`src/rtl/i2cs_pkg.sv`:
```
package i2cs_pkg;
    localparam int ADDR_W = 7;
    localparam int BYTE_W = 8;
    localparam int CNT_W  = $clog2(BYTE_W);

    typedef enum logic [2:0] {
        ST_IDLE,
        ST_ADDR,
        ST_ADDR_ACK,
        ST_RX,
        ST_RX_ACK,
        ST_TX,
        ST_TX_ACK
    } bus_state_t;
endpackage

```
`src/rtl/i2cs_line_sync.sv`:
```
module i2cs_line_sync #(
    parameter int STAGES = 2
) (
    input  logic clk,
    input  logic rst_n,
    input  logic scl_in,
    input  logic sda_in,
    output logic sda_s,
    output logic scl_rise,
    output logic scl_fall,
    output logic start_evt,
    output logic stop_evt
);
    typedef struct packed {
        logic [STAGES-1:0] scl_sh;
        logic [STAGES-1:0] sda_sh;
        logic              scl_prev;
        logic              sda_prev;
    } sync_t;

    sync_t sync_d, sync_q;
    logic  scl_now;

    always_comb begin
        sync_d          = sync_q;
        sync_d.scl_sh   = {sync_q.scl_sh[STAGES-2:0], scl_in};
        sync_d.sda_sh   = {sync_q.sda_sh[STAGES-2:0], sda_in};
        sync_d.scl_prev = sync_q.scl_sh[STAGES-1];
        sync_d.sda_prev = sync_q.sda_sh[STAGES-1];
    end

    always_ff @(posedge clk or negedge rst_n) begin
        if (!rst_n) sync_q <= '1;
        else        sync_q <= sync_d;
    end

    assign scl_now   = sync_q.scl_sh[STAGES-1];
    assign sda_s     = sync_q.sda_sh[STAGES-1];
    assign scl_rise  = scl_now & ~sync_q.scl_prev;
    assign scl_fall  = ~scl_now & sync_q.scl_prev;
    assign start_evt = scl_now & sync_q.scl_prev & sync_q.sda_prev & ~sda_s;
    assign stop_evt  = scl_now & sync_q.scl_prev & ~sync_q.sda_prev & sda_s;
endmodule

```
`src/rtl/i2cs_engine.sv`:
```
module i2cs_engine
    import i2cs_pkg::*;
(
    input  logic              clk,
    input  logic              rst_n,
    input  logic              sda_s,
    input  logic              scl_rise,
    input  logic              scl_fall,
    input  logic              start_evt,
    input  logic              stop_evt,
    input  logic [ADDR_W-1:0] own_addr,
    input  logic              rx_full,
    input  logic [BYTE_W-1:0] tx_byte,
    output logic              sda_oe,
    output logic              match_evt,
    output logic              rx_store,
    output logic [BYTE_W-1:0] rx_byte,
    output logic              rx_first,
    output logic              tx_take
);
    typedef struct packed {
        bus_state_t        st;
        logic [BYTE_W-1:0] sr;
        logic [CNT_W-1:0]  cnt;
        logic              phase;
        logic              ack;
        logic              rd;
        logic              first;
        logic              oe;
    } eng_t;

    localparam eng_t ENG_RST = '{st: ST_IDLE, sr: '0, cnt: '0, phase: 1'b0,
                                 ack: 1'b0, rd: 1'b0, first: 1'b0, oe: 1'b0};

    eng_t              eng_d, eng_q;
    logic [BYTE_W-1:0] nb;
    logic              last;

    assign nb   = {eng_q.sr[BYTE_W-2:0], sda_s};
    assign last = (eng_q.cnt == CNT_W'(BYTE_W - 1));

    always_comb begin
        eng_d     = eng_q;
        match_evt = 1'b0;
        rx_store  = 1'b0;
        tx_take   = 1'b0;
        rx_byte   = nb;
        rx_first  = eng_q.first;
        if (stop_evt) begin
            eng_d.st    = ST_IDLE;
            eng_d.oe    = 1'b0;
            eng_d.phase = 1'b0;
        end else if (start_evt) begin
            eng_d.st    = ST_ADDR;
            eng_d.cnt   = '0;
            eng_d.oe    = 1'b0;
            eng_d.phase = 1'b0;
        end else begin
            case (eng_q.st)
                ST_ADDR: if (scl_rise) begin
                    eng_d.sr  = nb;
                    eng_d.cnt = eng_q.cnt + 1'b1;
                    if (last) begin
                        if (nb[BYTE_W-1:1] == own_addr) begin
                            match_evt   = 1'b1;
                            eng_d.st    = ST_ADDR_ACK;
                            eng_d.rd    = nb[0];
                            eng_d.phase = 1'b0;
                            if (nb[0]) begin
                                tx_take  = 1'b1;
                                eng_d.sr = tx_byte;
                            end
                        end else begin
                            eng_d.st = ST_IDLE;
                        end
                    end
                end
                ST_ADDR_ACK: if (scl_fall) begin
                    if (!eng_q.phase) begin
                        eng_d.phase = 1'b1;
                        eng_d.oe    = 1'b1;
                    end else begin
                        eng_d.phase = 1'b0;
                        eng_d.cnt   = '0;
                        if (eng_q.rd) begin
                            eng_d.st = ST_TX;
                            eng_d.oe = ~eng_q.sr[BYTE_W-1];
                        end else begin
                            eng_d.st    = ST_RX;
                            eng_d.oe    = 1'b0;
                            eng_d.first = 1'b1;
                        end
                    end
                end
                ST_RX: if (scl_rise) begin
                    eng_d.sr  = nb;
                    eng_d.cnt = eng_q.cnt + 1'b1;
                    if (last) begin
                        eng_d.st    = ST_RX_ACK;
                        eng_d.phase = 1'b0;
                        if (!rx_full) begin
                            rx_store    = 1'b1;
                            eng_d.ack   = 1'b1;
                            eng_d.first = 1'b0;
                        end else begin
                            eng_d.ack = 1'b0;
                        end
                    end
                end
                ST_RX_ACK: if (scl_fall) begin
                    if (!eng_q.phase) begin
                        eng_d.phase = 1'b1;
                        eng_d.oe    = eng_q.ack;
                    end else begin
                        eng_d.phase = 1'b0;
                        eng_d.oe    = 1'b0;
                        eng_d.cnt   = '0;
                        eng_d.st    = ST_RX;
                    end
                end
                ST_TX: if (scl_fall) begin
                    eng_d.cnt = eng_q.cnt + 1'b1;
                    if (last) begin
                        eng_d.st = ST_TX_ACK;
                        eng_d.oe = 1'b0;
                    end else begin
                        eng_d.sr = {eng_q.sr[BYTE_W-2:0], 1'b0};
                        eng_d.oe = ~eng_q.sr[BYTE_W-2];
                    end
                end
                ST_TX_ACK: begin
                    if (scl_rise) begin
                        if (!sda_s) begin
                            tx_take   = 1'b1;
                            eng_d.sr  = tx_byte;
                            eng_d.ack = 1'b1;
                        end else begin
                            eng_d.ack = 1'b0;
                        end
                    end else if (scl_fall) begin
                        if (eng_q.ack) begin
                            eng_d.st  = ST_TX;
                            eng_d.cnt = '0;
                            eng_d.oe  = ~eng_q.sr[BYTE_W-1];
                        end else begin
                            eng_d.st = ST_IDLE;
                            eng_d.oe = 1'b0;
                        end
                    end
                end
                default: ;
            endcase
        end
    end

    always_ff @(posedge clk or negedge rst_n) begin
        if (!rst_n) eng_q <= ENG_RST;
        else        eng_q <= eng_d;
    end

    assign sda_oe = eng_q.oe;

    // SDA may only move on an SCL falling edge, or be released by START/STOP
    assert_sda_moves_on_low_R8: assert property (@(posedge clk) disable iff (!rst_n)
        (!scl_fall && !start_evt && !stop_evt) |=> $stable(eng_q.oe));
endmodule

```
`src/rtl/i2cs_host_regs.sv`:
```
module i2cs_host_regs
    import i2cs_pkg::*;
#(
    parameter logic [ADDR_W-1:0] RESET_ADDR = 7'h50
) (
    input  logic              clk,
    input  logic              rst_n,
    input  logic              addr_wr,
    input  logic [ADDR_W-1:0] addr_wdata,
    input  logic              rx_rd,
    input  logic              tx_wr,
    input  logic [BYTE_W-1:0] tx_wdata,
    input  logic              match_clr,
    input  logic              match_evt,
    input  logic              rx_store,
    input  logic [BYTE_W-1:0] rx_byte,
    input  logic              rx_first,
    input  logic              tx_take,
    output logic [ADDR_W-1:0] own_addr,
    output logic [BYTE_W-1:0] rx_data,
    output logic              rx_full,
    output logic              rx_waddr,
    output logic              match_flag,
    output logic [BYTE_W-1:0] tx_byte,
    output logic              tx_empty
);
    typedef struct packed {
        logic [ADDR_W-1:0] own;
        logic [BYTE_W-1:0] rxb;
        logic              full;
        logic              waddr;
        logic              match;
        logic [BYTE_W-1:0] txb;
        logic              empty;
    } regs_t;

    localparam regs_t REGS_RST = '{own: RESET_ADDR, rxb: '0, full: 1'b0,
                                   waddr: 1'b0, match: 1'b0, txb: '0, empty: 1'b0};

    regs_t regs_d, regs_q;

    always_comb begin
        regs_d = regs_q;
        if (addr_wr) regs_d.own = addr_wdata;
        if (tx_wr) begin
            regs_d.txb   = tx_wdata;
            regs_d.empty = 1'b0;
        end
        if (tx_take)   regs_d.empty = 1'b1;
        if (rx_rd)     regs_d.full  = 1'b0;
        if (rx_store) begin
            regs_d.rxb   = rx_byte;
            regs_d.full  = 1'b1;
            regs_d.waddr = rx_first;
        end
        if (match_clr) regs_d.match = 1'b0;
        if (match_evt) regs_d.match = 1'b1;
    end

    always_ff @(posedge clk or negedge rst_n) begin
        if (!rst_n) regs_q <= REGS_RST;
        else        regs_q <= regs_d;
    end

    assign own_addr   = regs_q.own;
    assign rx_data    = regs_q.rxb;
    assign rx_full    = regs_q.full;
    assign rx_waddr   = regs_q.waddr;
    assign match_flag = regs_q.match;
    assign tx_byte    = regs_q.txb;
    assign tx_empty   = regs_q.empty;

    assert_no_overwrite_R6: assert property (@(posedge clk) disable iff (!rst_n)
        rx_store |-> !regs_q.full);
    assert_read_clears_R7: assert property (@(posedge clk) disable iff (!rst_n)
        (rx_rd && !rx_store) |=> !regs_q.full);
    assert_take_flags_R8: assert property (@(posedge clk) disable iff (!rst_n)
        tx_take |=> regs_q.empty);
    assert_match_sets_R2: assert property (@(posedge clk) disable iff (!rst_n)
        match_evt |=> regs_q.match);
endmodule

```
`src/rtl/i2c_buffered_slave.sv`:
```
module i2c_buffered_slave
    import i2cs_pkg::*;
#(
    parameter int                SYNC_STAGES = 2,
    parameter logic [ADDR_W-1:0] RESET_ADDR  = 7'h50
) (
    input  logic              clk,
    input  logic              rst_n,
    input  logic              scl_in,
    input  logic              sda_in,
    output logic              sda_oe,
    input  logic              addr_wr,
    input  logic [ADDR_W-1:0] addr_wdata,
    input  logic              rx_rd,
    output logic [BYTE_W-1:0] rx_data,
    output logic              rx_is_waddr,
    input  logic              tx_wr,
    input  logic [BYTE_W-1:0] tx_wdata,
    input  logic              match_clr,
    output logic              match_flag,
    output logic              rx_full_flag,
    output logic              tx_empty_flag
);
    logic              sda_s, scl_rise, scl_fall, start_evt, stop_evt;
    logic              match_evt, rx_store, rx_first, tx_take;
    logic [BYTE_W-1:0] rx_byte, tx_byte;
    logic [ADDR_W-1:0] own_addr;

    i2cs_line_sync #(.STAGES(SYNC_STAGES)) u_sync (
        .clk(clk), .rst_n(rst_n), .scl_in(scl_in), .sda_in(sda_in),
        .sda_s(sda_s), .scl_rise(scl_rise), .scl_fall(scl_fall),
        .start_evt(start_evt), .stop_evt(stop_evt)
    );

    i2cs_engine u_engine (
        .clk(clk), .rst_n(rst_n), .sda_s(sda_s), .scl_rise(scl_rise),
        .scl_fall(scl_fall), .start_evt(start_evt), .stop_evt(stop_evt),
        .own_addr(own_addr), .rx_full(rx_full_flag), .tx_byte(tx_byte),
        .sda_oe(sda_oe), .match_evt(match_evt), .rx_store(rx_store),
        .rx_byte(rx_byte), .rx_first(rx_first), .tx_take(tx_take)
    );

    i2cs_host_regs #(.RESET_ADDR(RESET_ADDR)) u_regs (
        .clk(clk), .rst_n(rst_n), .addr_wr(addr_wr), .addr_wdata(addr_wdata),
        .rx_rd(rx_rd), .tx_wr(tx_wr), .tx_wdata(tx_wdata), .match_clr(match_clr),
        .match_evt(match_evt), .rx_store(rx_store), .rx_byte(rx_byte),
        .rx_first(rx_first), .tx_take(tx_take), .own_addr(own_addr),
        .rx_data(rx_data), .rx_full(rx_full_flag), .rx_waddr(rx_is_waddr),
        .match_flag(match_flag), .tx_byte(tx_byte), .tx_empty(tx_empty_flag)
    );
endmodule

```
`config.mk`:
```
export PLATFORM = sky130hd
export DESIGN_NAME = i2c_buffered_slave
export DESIGN_NICKNAME = d
export VERILOG_FILES = /design/src/rtl/i2cs_pkg.sv /design/src/rtl/i2cs_line_sync.sv /design/src/rtl/i2cs_engine.sv /design/src/rtl/i2cs_host_regs.sv /design/src/rtl/i2c_buffered_slave.sv
export SDC_FILE = /design/constraint.sdc
export NUM_CORES = 1
export LEC_CHECK = 0
export BUFFER_PORTS_ARGS = -buffer_cell sky130_fd_sc_hd__buf_4
export CAP_MARGIN = 20
export CORE_MARGIN = 1
export CORE_UTILIZATION = 35
export DETAILED_ROUTE_END_ITERATION = 8
export HOLD_SLACK_MARGIN = 0.08
export PLACE_DENSITY = 0.57
export RECOVER_POWER = 100
export SETUP_SLACK_MARGIN = 0.2
export SLEW_MARGIN = 20
export SYNTH_ARGS = -nofsm -noshare
export SYNTH_HDL_FRONTEND = slang
export SYNTH_HIERARCHICAL = 1
export SYNTH_SLANG_ARGS = --single-unit
```
`constraint.sdc`:
```
create_clock -name clk -period 4.7 [get_ports clk]
set_clock_uncertainty 0.05 [all_clocks]
set_input_delay 0.94 -clock clk [delete_from_list [all_inputs] [get_ports clk]]
set_output_delay 0.94 -clock clk [all_outputs]
set_load 0.03 [all_outputs]
```
Yosys cells after proc, flatten, opt, wreduce, memory -nomap -nowiden
Cells that the tools add are included.
{"block": "totals", "reg_bits": 52, "inputBits": 23, "out_inout_bits": 13}
{"block": "op_classes", "addsub": 1, "n_eq_ne": 41, "mux": 85, "bitwise": 15, "n_reduce_logical": 19}
{"cell": "$mux W3", "n": 16}
{"cell": "$mux W1", "n": 46}
{"cell": "$mux W8", "n": 5}
{"cell": "$pmux W8 S4", "n": 1}
{"cell": "$ne A4 B4 Y1 const B", "n": 7}
{"cell": "$ne A4 B3 Y1 const B", "n": 6}
{"cell": "$ne A2 B2 Y1 const B", "n": 9}
{"cell": "$pmux W3 S6", "n": 1}
{"cell": "$reduce_and A6 Y1", "n": 3}
{"cell": "$reduce_and A9 Y1", "n": 2}
{"cell": "$mux W16", "n": 1}
{"cell": "$mux W15", "n": 1}
{"cell": "$ne A3 B3 Y1 const B", "n": 5}
{"cell": "$pmux W3 S5", "n": 1}
{"cell": "$mux W14", "n": 1}
{"cell": "$reduce_and A13 Y1", "n": 1}
{"cell": "$eq A3 B3 Y1 const B", "n": 4}
{"cell": "$reduce_bool A6 Y1", "n": 2}
{"cell": "$mux W11", "n": 1}
{"cell": "$reduce_and A10 Y1", "n": 1}
{"cell": "$reduce_bool A2 Y1", "n": 5}
{"cell": "$mux W2", "n": 4}
{"cell": "$mux W4", "n": 2}
{"cell": "$not A1 Y1", "n": 8}
{"cell": "17 further kinds", "n": 28}

Longest topological paths before layout
Gate-level depths: netlist of the first run.
{"block": "depth", "depth_word": 8, "mapped_depth": 8}

Modules after synthesis
Netlist of the first run, hierarchy kept.
{"mod": "i2cs_engine", "instances": 1, "cells_per_inst": 199, "area_each_um2": 1659.1}
{"mod": "i2cs_host_regs", "instances": 1, "cells_per_inst": 60, "area_each_um2": 1107.3}
{"mod": "i2cs_line_sync", "instances": 1, "cells_per_inst": 10, "area_each_um2": 190.2}

Least setup slack after synthesis of the first run
No wires, ideal clock.
{"block": "synth_timing", "kind": "register to register", "start": "reg u_sync.sync_q (netlist bit u_sync/sda_s)", "end": "reg u_engine.eng_q (netlist bit u_engine/rx_byte[7])", "t_arrival_ps": 2091, "setup_slack_ps": 2433, "stages_incl_launch_ff": 8, "setup_time_ps": 126, "t_required_ps": 4524, "path_cell_list": "dfstp_2 > and4b_1 > or2_2 > clkbuf_1 > a221oi_4 > buf_4 > nand2_1 > o32a_1"}
{"item": "from (decl)", "line": "i2cs_line_sync.sv:21", "text": "sync_t sync_d, sync_q;"}
{"item": "from (signal assigned)", "line": "i2cs_line_sync.sv:34", "text": "else sync_q <= sync_d;"}
{"item": "$not A1 Y1", "line": "i2cs_line_sync.sv:41", "text": "assign start_evt = scl_now & sync_q.scl_prev & sync_q.sda_prev & ~sda_s;"}
{"item": "$and A1 B1 Y1", "line": "i2cs_line_sync.sv:41"}
{"item": "named net start_evt", "line": "i2c_buffered_slave.sv:24", "text": "logic sda_s, scl_rise, scl_fall, start_evt, stop_evt;"}
{"item": "$not A1 Y1 (no source line)"}
{"item": "$reduce_and A9 Y1 (no source line)"}
{"item": "to (signal assigned)", "line": "i2cs_engine.sv:158", "text": "else eng_q <= eng_d;"}
{"item": "to (decl)", "line": "i2cs_engine.sv:35", "text": "eng_t eng_d, eng_q;"}
The timed path passes the listed nets, and every way through them passes these cells. The select of a mux whose other input is x is not followed.
A chain may end at the register's enable or synchronous reset.

==> summary.md, run 1 <==
| Metric | Value |
|---|---|
| Status | `finished, violations left` |
| Violated checks | `capacitance limit, slew limit` |
| Area Growth Syn to Fin | `6.052%` |
| Clk pin slew, worst setup/hold paths | `0.10 ns` |
| Initial antenna violation count | `0` |
| DP Cell Count | `386` |
| CTS tree | `done` |
| Fin crit period | `3.117 ns` |
| VDD IR max | `0.0001576 V` |
| Maxcap violations | `1` |
| # fillers | `855` |
| Yosys cell types | `52` |
| Reg2Reg Depth | `7` |
| Placer Congestion | `0.8445` |
| Clock Power Share | `0.306` |
| First-pass GRT wire length | `10,040 um` |
| PwrDens | `335.7 mW/mm2` |
| FMAX | `0.3208 GHz` |
| Worst Setup Start Kind | `input port` |
| CORE AREA | `0.008175 mm2` |
| Crit Path Category | `input port to async pin` |
| Final slew viol count | `53` |
| # clock sinks | `52` |
| R2R Path End | `u_engine/rx_byte[6]` |
| WP buf/inv | `1` |
| I/O Buffers | `35` |
| Post-route cell area | `0.003136 mm2` |
| Final Setup Violations | `0` |
| GRT Overall Usage | `0.1479` |
| Row count | `33` |
| Nets | `313` |
| Mapped Cells | `269` |
| Post-Syn Area | `0.002957 mm2` |
| Die width | `93.91 um` |
| H-tree levels | `2` |
| Tightest Pin Transition | `2.777 ns` |
| Die area | `0.008819 mm2` |
| DRC viols | `0` |
| Worst r2r src | `u_engine/eng_q[5]` |
| Worst rel slew slack | `-0.8511` |
| Slowest cell on crit path | `clkbuf_1` |
| Ys flop type | `dfrtp_1` |
| WL final | `6018 um` |
| Post-layout util | `0.3835` |
| CTS root buf | `clkbuf_8` |
| Sequential Area | `0.001311 mm2` |
| Initial Util | `0.3616` |
| Layout cells sized above 1 | `0.1626` |
| Setup TNS Final | `0 ns` |
| Worst Setup SP | `rst_n` |
| Combinational power share | `0.150` |
| Ant. Diodes | `0` |
| Async S/R FF share, synth | `1.000` |
| RSZ-0062 raised after global routing | `false` |
| Worst Path Required | `4.49 ns` |
| Pin count of the biggest net entering global routing | `53` |
| Final ANT Viol Nets | `0` |
| Crit path cell chain | `clkbuf_1` |
| Clock Latency Late Sink | `0.31 ns` |
| Chip height | `93.91 um` |
| Hold Path Class | `flip-flop to flip-flop` |
| Detailed Routing Iterations Pass 1 | `4` |
| Multi-input logic area | `0.001341 mm2` |
| Hold Fails Final Rpt | `0` |
| Worst R2R Setup Slack | `1.68 ns` |
| Seq/Total Area, Yosys | `0.4435` |
| Placed cell area | `0.003199 mm2` |
| Crit path depth | `1` |
| Non-Filler Instances | `394` |
| Synth Register Bits | `52` |
| Critical Path AT | `2.91 ns` |
| Maximum fanout along the worst path | `52` |
| Internal | `743.6 uW` |
| Num ports | `36` |
| Hold buffers post-CTS | `0` |
| Worst hold margin | `0.3157 ns` |
| Syn nets | `294` |
| Vias | `2,076` |
| Critical path endpoint category | `async pin` |
| Routed WL per cell | `15.27 um` |
| Vias in the first global route | `1,877` |
| Clock Tree Buf Depth | `2` |
| CTS buffer count | `5` |
| Yosys Warn Count | `6` |
| Setup Fix Bufs, Post-CTS | `0` |
| Static Leak | `1.404 nW` |
| EDFF count, synth | `0` |
| Final period utilization | `0.6632` |
| Sw frac | `0.2936` |
| CP max stage delay | `1.93 ns` |
| Cell family with most CP delay | `buffers and inverters` |
| Dpl hpwl | `4159 um` |
| Vias per cell | `5.269` |
| # resized after CTS | `0` |
| Seq pwr share | `0.544` |
| Avg Inst Size Synth | `10.99 um2` |
| P_sw | `309.1 uW` |
| DR iter-0 viols | `176` |
| Grt total ovfl | `0` |
| Crit path to | `u_engine/rx_byte[6]` |
## placed cells by master (no fill, tap or decap), types with 3 or more instances in the layout
cell type and count:
mux2_4 3, a22oi_1 8, inv_1 8, o21ai_0 10, nor3_1 3, and3_1 7
xor2_1 9, a22o_1 3, dfstp_2 6, clkbuf_1 17, a21o_1 4, nand3_1 6
mux2_2 6, a21oi_1 10, nor2b_1 9, nand2_1 29, dfrtp_1 44, clkbuf_8 5
nor2_1 16, o32a_1 7, buf_4 17, mux2_1 22
## cells by family (layout without fill, tap and decap cells)
group                      count (synthesis)  count (layout)  synth area share
adders and majority gates                  2               2          0.008462
DFF                                       52              52            0.4435
AOI/OAI and AO/OA                         53              53            0.1337
xor gates and xnor gates                  10              10           0.02963
and+or+nand+nor                           88              88            0.1667
muxes                                     32              32            0.1519
buffers and inverters                     32              52           0.06601
## power by group through the flow
stage	Combinational [mW]	Sequential (mW)	Clock, mW
final	0.158	0.573	0.322
after global routing	0.177	0.582	0.353
after CTS	0.180	0.575	0.332
after detailed placement	0.179	0.583	0
after global placement	0.175	0.581	0
after floorplan	0.180	0.552	0
## sequential cells by signal, summed over array words and instances, names as in the netlist
signal             flops
u_engine/eng_q        10
u_engine/rx_byte       7
u_engine/rx_first      1
u_engine/sda_oe        1
u_regs/match_flag      1
u_regs/own_addr        7
u_regs/rx_data         8
u_regs/rx_full         1
u_regs/rx_waddr        1
u_regs/tx_byte         8
u_regs/tx_empty        1
u_sync/scl_now         1
u_sync/sda_s           1
u_sync/sync_d          2
u_sync/sync_q          2
## synth_stat cells (2+ instances only)
master	number	area share
nor2_1	16	0.020
and3_1	7	0.015
nand3_1	5	0.0085
o211ai_1	2	0.0051
nor4b_1	2	0.0059
and4b_1	2	0.0068
ha_1	2	0.0085
clkbuf_1	6	0.0076
xor2_1	9	0.027
a22o_1	3	0.0089
a31oi_1	2	0.0042
nor2b_1	9	0.019
o21ai_0	10	0.017
dfrtp_1	44	0.37
a22oi_1	8	0.020
buf_6	5	0.019
mux2_2	6	0.023
a21o_1	4	0.010
mux2_4	24	0.12
dfstp_2	8	0.071
o32a_1	7	0.024
nor4_4	2	0.014
and2_1	2	0.0042
buf_2	3	0.0051
or2_2	2	0.0042
inv_1	7	0.0089
a21oi_1	9	0.015
buf_4	9	0.023
nor3_1	3	0.0051
nand2_1	29	0.037
## routing by layer
metal	global-route usage	wire, um	vias to the layer above
met4	0.04615	61	0
met3	0.02751	249	4
met5	0	0	-
met2	0.2068	2599	54
li1	-	-	985
met1	0.2263	3107	1033
## metrics by stage
| step | worst slack (ns) | power [mW] |
|---|---|---|
| 2_1_floorplan | 2.433 | 0.7315 |
| 3_3_place_gp | 2.124 | 0.7555 |
| 3_5_place_dp | 2.056 | 0.7624 |
| 4_1_cts | 2.046 | 1.087 |
| 5_1_grt | 0.9365 | 1.113 |
| 6_report | 1.583 | 1.053 |
## how the worst min path moves through the flow
stage,from,endpoint,slack (ns),depth (start not counted)
final,u_sync/sync_d[3],u_sync/sda_s,0.32,0
after global routing,u_sync/sync_d[3],u_sync/sda_s,0.32,0
after CTS,u_sync/sync_d[3],u_sync/sda_s,0.31,0
after detailed placement,u_sync/sync_d[3],u_sync/sda_s,0.30,0
after global placement,u_sync/sync_d[3],u_sync/sda_s,0.30,0
after floorplan,u_sync/sync_d[5],u_sync/scl_now,0.30,0
## final cells by class
type                       instances  share of cell area
multi-input combinational        185              0.4278
sequential                        52              0.4182
timing repair buffer              36             0.06584
tap                              105             0.04190
clock buffer                       5             0.02195
clock inverter                     3             0.01476
inverter                           8            0.009577
Note: power is estimated with default switching activity, not from simulation.
==> inputs of run 2 (changes only) <==
Settings changed: PLACE_DENSITY 0.57 to 0.59.
Clock period 4.7 ns to 2.5 ns, I/O delays scaled along.
==> run 2 against run 1 <==
The flow now finishes without violations. Count of clock-buffer cells in the layout did not move. First-iteration DRC count fell by 26%. Total power rose by 91%. Utilization rose by 2.4 points. Non-clock buffer count rose by 15. Register-to-register slack got worse by 1.5 ns. Critical endpoint is now u_engine/rx_byte[4]. Via count barely moved. Global-route usage fell by 0.21 points. Sequential cell count did not move. Final area rose by 6.2%.
==> summary.md, run 2 (synthesis gave the netlist of run 1 again) <==
| Metric | Value |
|---|---|
| Clock Latency Late Sink | `0.31 ns` |
| Crit Path Category | `flip-flop to flip-flop` |
| CORE AREA | `0.008175 mm2` |
| Routed WL per cell | `14.73 um` |
| Critical path endpoint category | `flip-flop` |
| Chip height | `93.91 um` |
| Worst Setup Start Kind | `flip-flop` |
| R2R Path End | `u_engine/rx_byte[4]` |
| Post-layout util | `0.4074` |
| Fin crit period | `2.277 ns` |
| Sw frac | `0.2958` |
| Hold Crit Start | `scl_in` |
| Die width | `93.91 um` |
| Nets | `328` |
| Most frequent cells in the layout | `43 x dfrtp_1, 31 x buf_4, 29 x nand2_1` |
| Hold Path Class | `input port to flip-flop` |
| FMAX | `0.4392 GHz` |
| Vias | `2,077` |
| Clk pin slew, worst setup/hold paths | `0.10 ns` |
| Initial antenna violation count | `0` |
| Initial Util | `0.3616` |
| Worst R2R Setup Slack | `0.22 ns` |
| Seq pwr share | `0.531` |
| Num ports | `36` |
| CTS buffer count | `5` |
| Worst Hold End | `u_sync/sync_d[5]` |
| DRC viols | `0` |
| Total Power | `2.007 mW` |
| Maxcap violations | `0` |
| Area Growth Syn to Fin | `12.65%` |
| WL final | `6026 um` |
| P_sw | `593.7 uW` |
| Final Setup Violations | `0` |
| Maximum fanout along the worst path | `16` |
| Status | `completed` |
| Reg2Reg Depth | `8` |
| Hold path cells | `1` |
| Commonest non-fill, non-tap cell in the layout | `dfrtp_1` |
| Final period utilization | `0.9108` |
| PwrDens | `602.6 mW/mm2` |
| H-tree levels | `2` |
| Tightest Pin Transition | `1.270 ns` |
| Critical Path AT | `2.43 ns` |
| First-pass GRT wire length | `9942 um` |
| # fillers | `824` |
| Combinational power share | `0.170` |
| Layout cells sized above 1 | `0.2401` |
| Worst rel slew slack | `0.1535` |
| # clock sinks | `52` |
| RSZ-0062 raised after global routing | `false` |
| GRT Overall Usage | `0.1458` |
| Top reg by flops | `u_engine/eng_q` |
| Static Leak | `1.489 nW` |
| Clock Tree Buf Depth | `2` |
| Vias per cell | `5.078` |
| Die area | `0.008819 mm2` |
| Detailed Routing Iterations Pass 1 | `4` |
| I/O Buffers | `35` |
| Clock Power Share | `0.299` |
| Setup TNS Final | `0 ns` |
| Worst r2r src | `u_engine/eng_q[5]` |
| Largest register FFs | `10` |
| VDD IR max | `0.0003172 V` |
| Final ANT Viol Nets | `0` |
| Placed cell area | `0.003309 mm2` |
| Vias in the first global route | `1,981` |
| CTS root buf | `clkbuf_8` |
| Grt total ovfl | `0` |
| Pin count of the biggest net entering global routing | `53` |
| Worst Path Required | `2.66 ns` |
| Hold Fails Final Rpt | `0` |
| CTS tree | `done` |
| Final slew viol count | `0` |
| Dpl hpwl | `4313 um` |
| Ant. Diodes | `0` |
| Row count | `33` |
| DR iter-0 viols | `131` |
| Internal | `1.413 mW` |
| Placer Congestion | `0.8450` |
| Post-route cell area | `0.003331 mm2` |
run 2: metrics by stage:
stage          std cells  setup slack, ns  hold WS (ns)
6_report             409           0.2231        0.2375
5_1_grt              409           0.1047        0.2228
4_1_cts              407           0.2295        0.1899
3_5_place_dp         399           0.1893        0.2972
3_3_place_gp         399           0.2172        0.2960
2_1_floorplan        269           0.2329        0.1544
run 2: layer usage:
metal  up-vias  track usage  wire [um]
li1       1022            -          -
met1      1002       0.2110       3041
met2        48       0.2178       2645
met3         5      0.02751        253
met4         0      0.04615         85
met5         -            0          0
run 2: repair_timing:
item / 4_1_cts / 5_1_grt
gates cloned: 0 / 0
hold buffers: 0 / 0
buffers inserted: 0 / 2
pin swaps: 0 / 2
setup endpoints to repair: 9 / 20
resized for setup: 1 / 3
run 2: worst max-delay path by stage:
stage                       from                   to  slack, ns
6_report       u_engine/eng_q[5]  u_engine/rx_byte[4]       0.22
5_1_grt             u_sync/sda_s    u_regs/rx_data[3]       0.10
4_1_cts        u_engine/eng_q[5]      u_regs/tx_empty       0.23
3_5_place_dp   u_engine/eng_q[5]      u_regs/tx_empty       0.19
3_3_place_gp   u_engine/eng_q[5]      u_regs/tx_empty       0.22
2_1_floorplan       u_sync/sda_s  u_engine/rx_byte[7]       0.23
run 2: final cells by class:
| type | count | area (um2) | share of cell area |
|---|---|---|---|
| clock buffers | 5 | 68.82 | 0.02066 |
| clock inverters | 3 | 46.29 | 0.01390 |
| inverters | 8 | 30.03 | 0.009016 |
| multi-input cells | 185 | 1405 | 0.4219 |
| flip-flops and latches | 52 | 1313 | 0.3941 |
| well taps | 105 | 131.4 | 0.03944 |
| repair buffers | 51 | 336.6 | 0.1011 |
run 2: power by group through the flow:
stage	combinational, mW	sequential (mW)	clock [mW]
floorplan	0.338	1.04	0
global placement	0.348	1.08	0
detailed placement	0.356	1.09	0
CTS	0.358	1.07	0.616
global route	0.377	1.08	0.650
finish	0.341	1.07	0.601
run 2: worst max-delay path, stage by stage (launching register included):
cell	delay, ns
dfrtp_1	0.40
ha_1	0.20
ha_1	0.27
nor4bb_2	0.31
o21ai_1	0.13
a221oi_4	0.31
buf_12	0.18
nand2_1	0.05
o32a_1	0.28
==> inputs of run 3 (changes only) <==
Settings changed: CORE_UTILIZATION 35 to 52, PLACE_DENSITY 0.59 to 0.79.
==> run 3 against run 2 <==
Sequential share of layout area increased by 0.96 points. Total power fell by 4.5%. Combinational power fell by 4%. Wire length grew 4.8%. Largest cell class unchanged.
==> summary.md, run 3 (synthesis gave the netlist of run 1 again) <==
| Metric | Value |
|---|---|
| Hold buffers post-CTS | `0` |
| Clock Tree Buf Depth | `2` |
| Setup ws final | `0.1754 ns` |
| Status | `completed` |
| Crit path depth | `7` |
| Area Growth Syn to Fin | `9.860%` |
| GRT Overall Usage | `0.2211` |
| Setup TNS Final | `0 ns` |
| Maxcap violations | `0` |
| Slowest cell on crit path | `dfstp_2` |
| Vias | `2,191` |
| RSZ-0062 raised after global routing | `false` |
| CTS root buf | `clkbuf_8` |
| Crit path to | `u_regs/rx_data[4]` |
| Placed cell area | `0.003241 mm2` |
| Final ANT Viol Nets | `0` |
| Pin count of the biggest net entering global routing | `53` |
| Setup WS pre-CTS | `0.1491 ns` |
| # clock sinks | `52` |
| Tightest Pin Transition | `1.253 ns` |
| First-pass GRT wire length | `10,280 um` |
| Clock Latency Late Sink | `0.32 ns` |
| Worst rel slew slack | `0.1648` |
| Chip height | `77.41 um` |
| Initial Util | `0.5369` |
| Final slew viol count | `0` |
| R2R Path End | `u_regs/rx_data[4]` |
| Num ports | `36` |
| PwrDens | `590.3 mW/mm2` |
| Post-route cell area | `0.003248 mm2` |
| Worst Setup Start Kind | `flip-flop` |
| Clk pin slew, worst setup/hold paths | `0.09 ns` |
| Die width | `77.41 um` |
| Static Leak | `1.476 nW` |
| CP max stage delay | `0.38 ns` |
| Die area | `0.005992 mm2` |
| Hold Path Class | `input port to flip-flop` |
| Vias in the first global route | `2,107` |
| Row count | `27` |
| Hold Fails Final Rpt | `0` |
| Worst R2R Setup Slack | `0.18 ns` |
| WP buf/inv | `2` |
| Layout cells sized above 1 | `0.2303` |
| Critical path endpoint category | `flip-flop` |
| Most frequent cells in the layout | `44 x dfrtp_1, 31 x buf_4, 29 x nand2_1` |
| Worst Setup SP | `u_sync/sda_s` |
| H-tree levels | `2` |
| Largest register FFs | `10` |
| Reg2Reg Depth | `7` |
| FMAX | `0.4302 GHz` |
| Crit path cell chain | `buf_4 -> and4b_1 -> nor2_1 -> nand2_1 -> nor4b_2 -> clkbuf_2 -> mux2_1` |
| Vias per cell | `5.827` |
| Routed WL per cell | `16.79 um` |
| Maximum fanout along the worst path | `11` |
| Ant. Diodes | `0` |
| Final period utilization | `0.9298` |
| # fillers | `486` |
| Final Setup Violations | `0` |
| Cell family with most CP delay | `simple AND/OR/NAND/NOR gates` |
| DRC viols | `0` |
| Initial antenna violation count | `0` |
| CORE AREA | `0.005507 mm2` |
| Nets | `328` |
| Worst r2r src | `u_sync/sda_s` |
| Crit Path Category | `flip-flop to flip-flop` |
| Non-Filler Instances | `376` |
| Dpl hpwl | `4267 um` |
| Critical Path AT | `2.47 ns` |
| CTS buffer count | `5` |
| Worst Path Required | `2.65 ns` |
| CTS tree | `done` |
| DR iter-0 viols | `239` |
| Placer Congestion | `0.9080` |
| Fin crit period | `2.325 ns` |
| WL final | `6314 um` |
| Top reg by flops | `u_engine/eng_q` |
| Commonest non-fill, non-tap cell in the layout | `dfrtp_1` |
| I/O Buffers | `35` |
| VDD IR max | `0.0003390 V` |
| DP Cell Count | `364` |
| Grt total ovfl | `0` |
| Detailed Routing Iterations Pass 1 | `5` |
[run 3: cell types whose count changed in the layout (fill, tap and decap cells not counted), sizes merged]
cell    delta
clkbuf     +2
buf        -1
bufinv     -1
[run 3: worst min-delay path by stage]
stage	start	endpoint	slack (ns)	cells after the start
global route	scl_in	u_sync/sync_d[5]	0.21	1
detailed placement	u_sync/sync_d[3]	u_sync/sda_s	0.30	0
global placement	u_sync/sync_d[3]	u_sync/sda_s	0.30	0
floorplan	rst_n	u_engine/eng_q[15]	0.15	0
CTS	rst_n	u_engine/sda_oe	0.18	1
finish	scl_in	u_sync/sync_d[5]	0.23	1
[run 3: timing repair]
action | 4_1_cts | 5_1_grt
setup endpoints to repair | 8 | 8
gates cloned | 0 | 1
pin swaps | 1 | 3
setup buffers | 0 | 3
resized for setup | 1 | 7
[run 3: stage by stage]
step / hold slack [ns] / total power, mW / util
2_1_floorplan: 0.1544 / 1.375 / -
3_3_place_gp: 0.2956 / 1.413 / 0.5885
3_5_place_dp: 0.2972 / 1.438 / 0.5885
4_1_cts: 0.1838 / 1.951 / 0.6065
5_1_grt: 0.2138 / 2.023 / 0.5899
6_report: 0.2311 / 1.918 / 0.5899
[run 3: power breakdown]
group          switching, mW  internal (mW)  total, mW  leakage (nW)
Sequential             0.135          0.938       1.07         0.654
Clock                  0.290          0.227      0.516        0.0516
Combinational          0.165          0.164      0.328         0.770
[run 3: layer usage]
| metal | vias up | track usage | share of wire |
|---|---|---|---|
| met4 | 0 | 0.07547 | 0.020 |
| met5 | - | 0 | 0 |
| met2 | 83 | 0.3416 | 0.47 |
| li1 | 1019 | - | - |
| met3 | 21 | 0.04353 | 0.059 |
| met1 | 1068 | 0.3103 | 0.46 |
[run 3: cell type report]
type | count | area [um2] | area share
clock buffer | 6 | 82.58 | 0.02542
clock inverter | 2 | 13.76 | 0.004237
inverter | 8 | 30.03 | 0.009245
multi-input combinational | 185 | 1401 | 0.4314
sequential | 52 | 1311 | 0.4037
tap | 72 | 90.09 | 0.02773
timing repair buffer | 51 | 319.1 | 0.09823
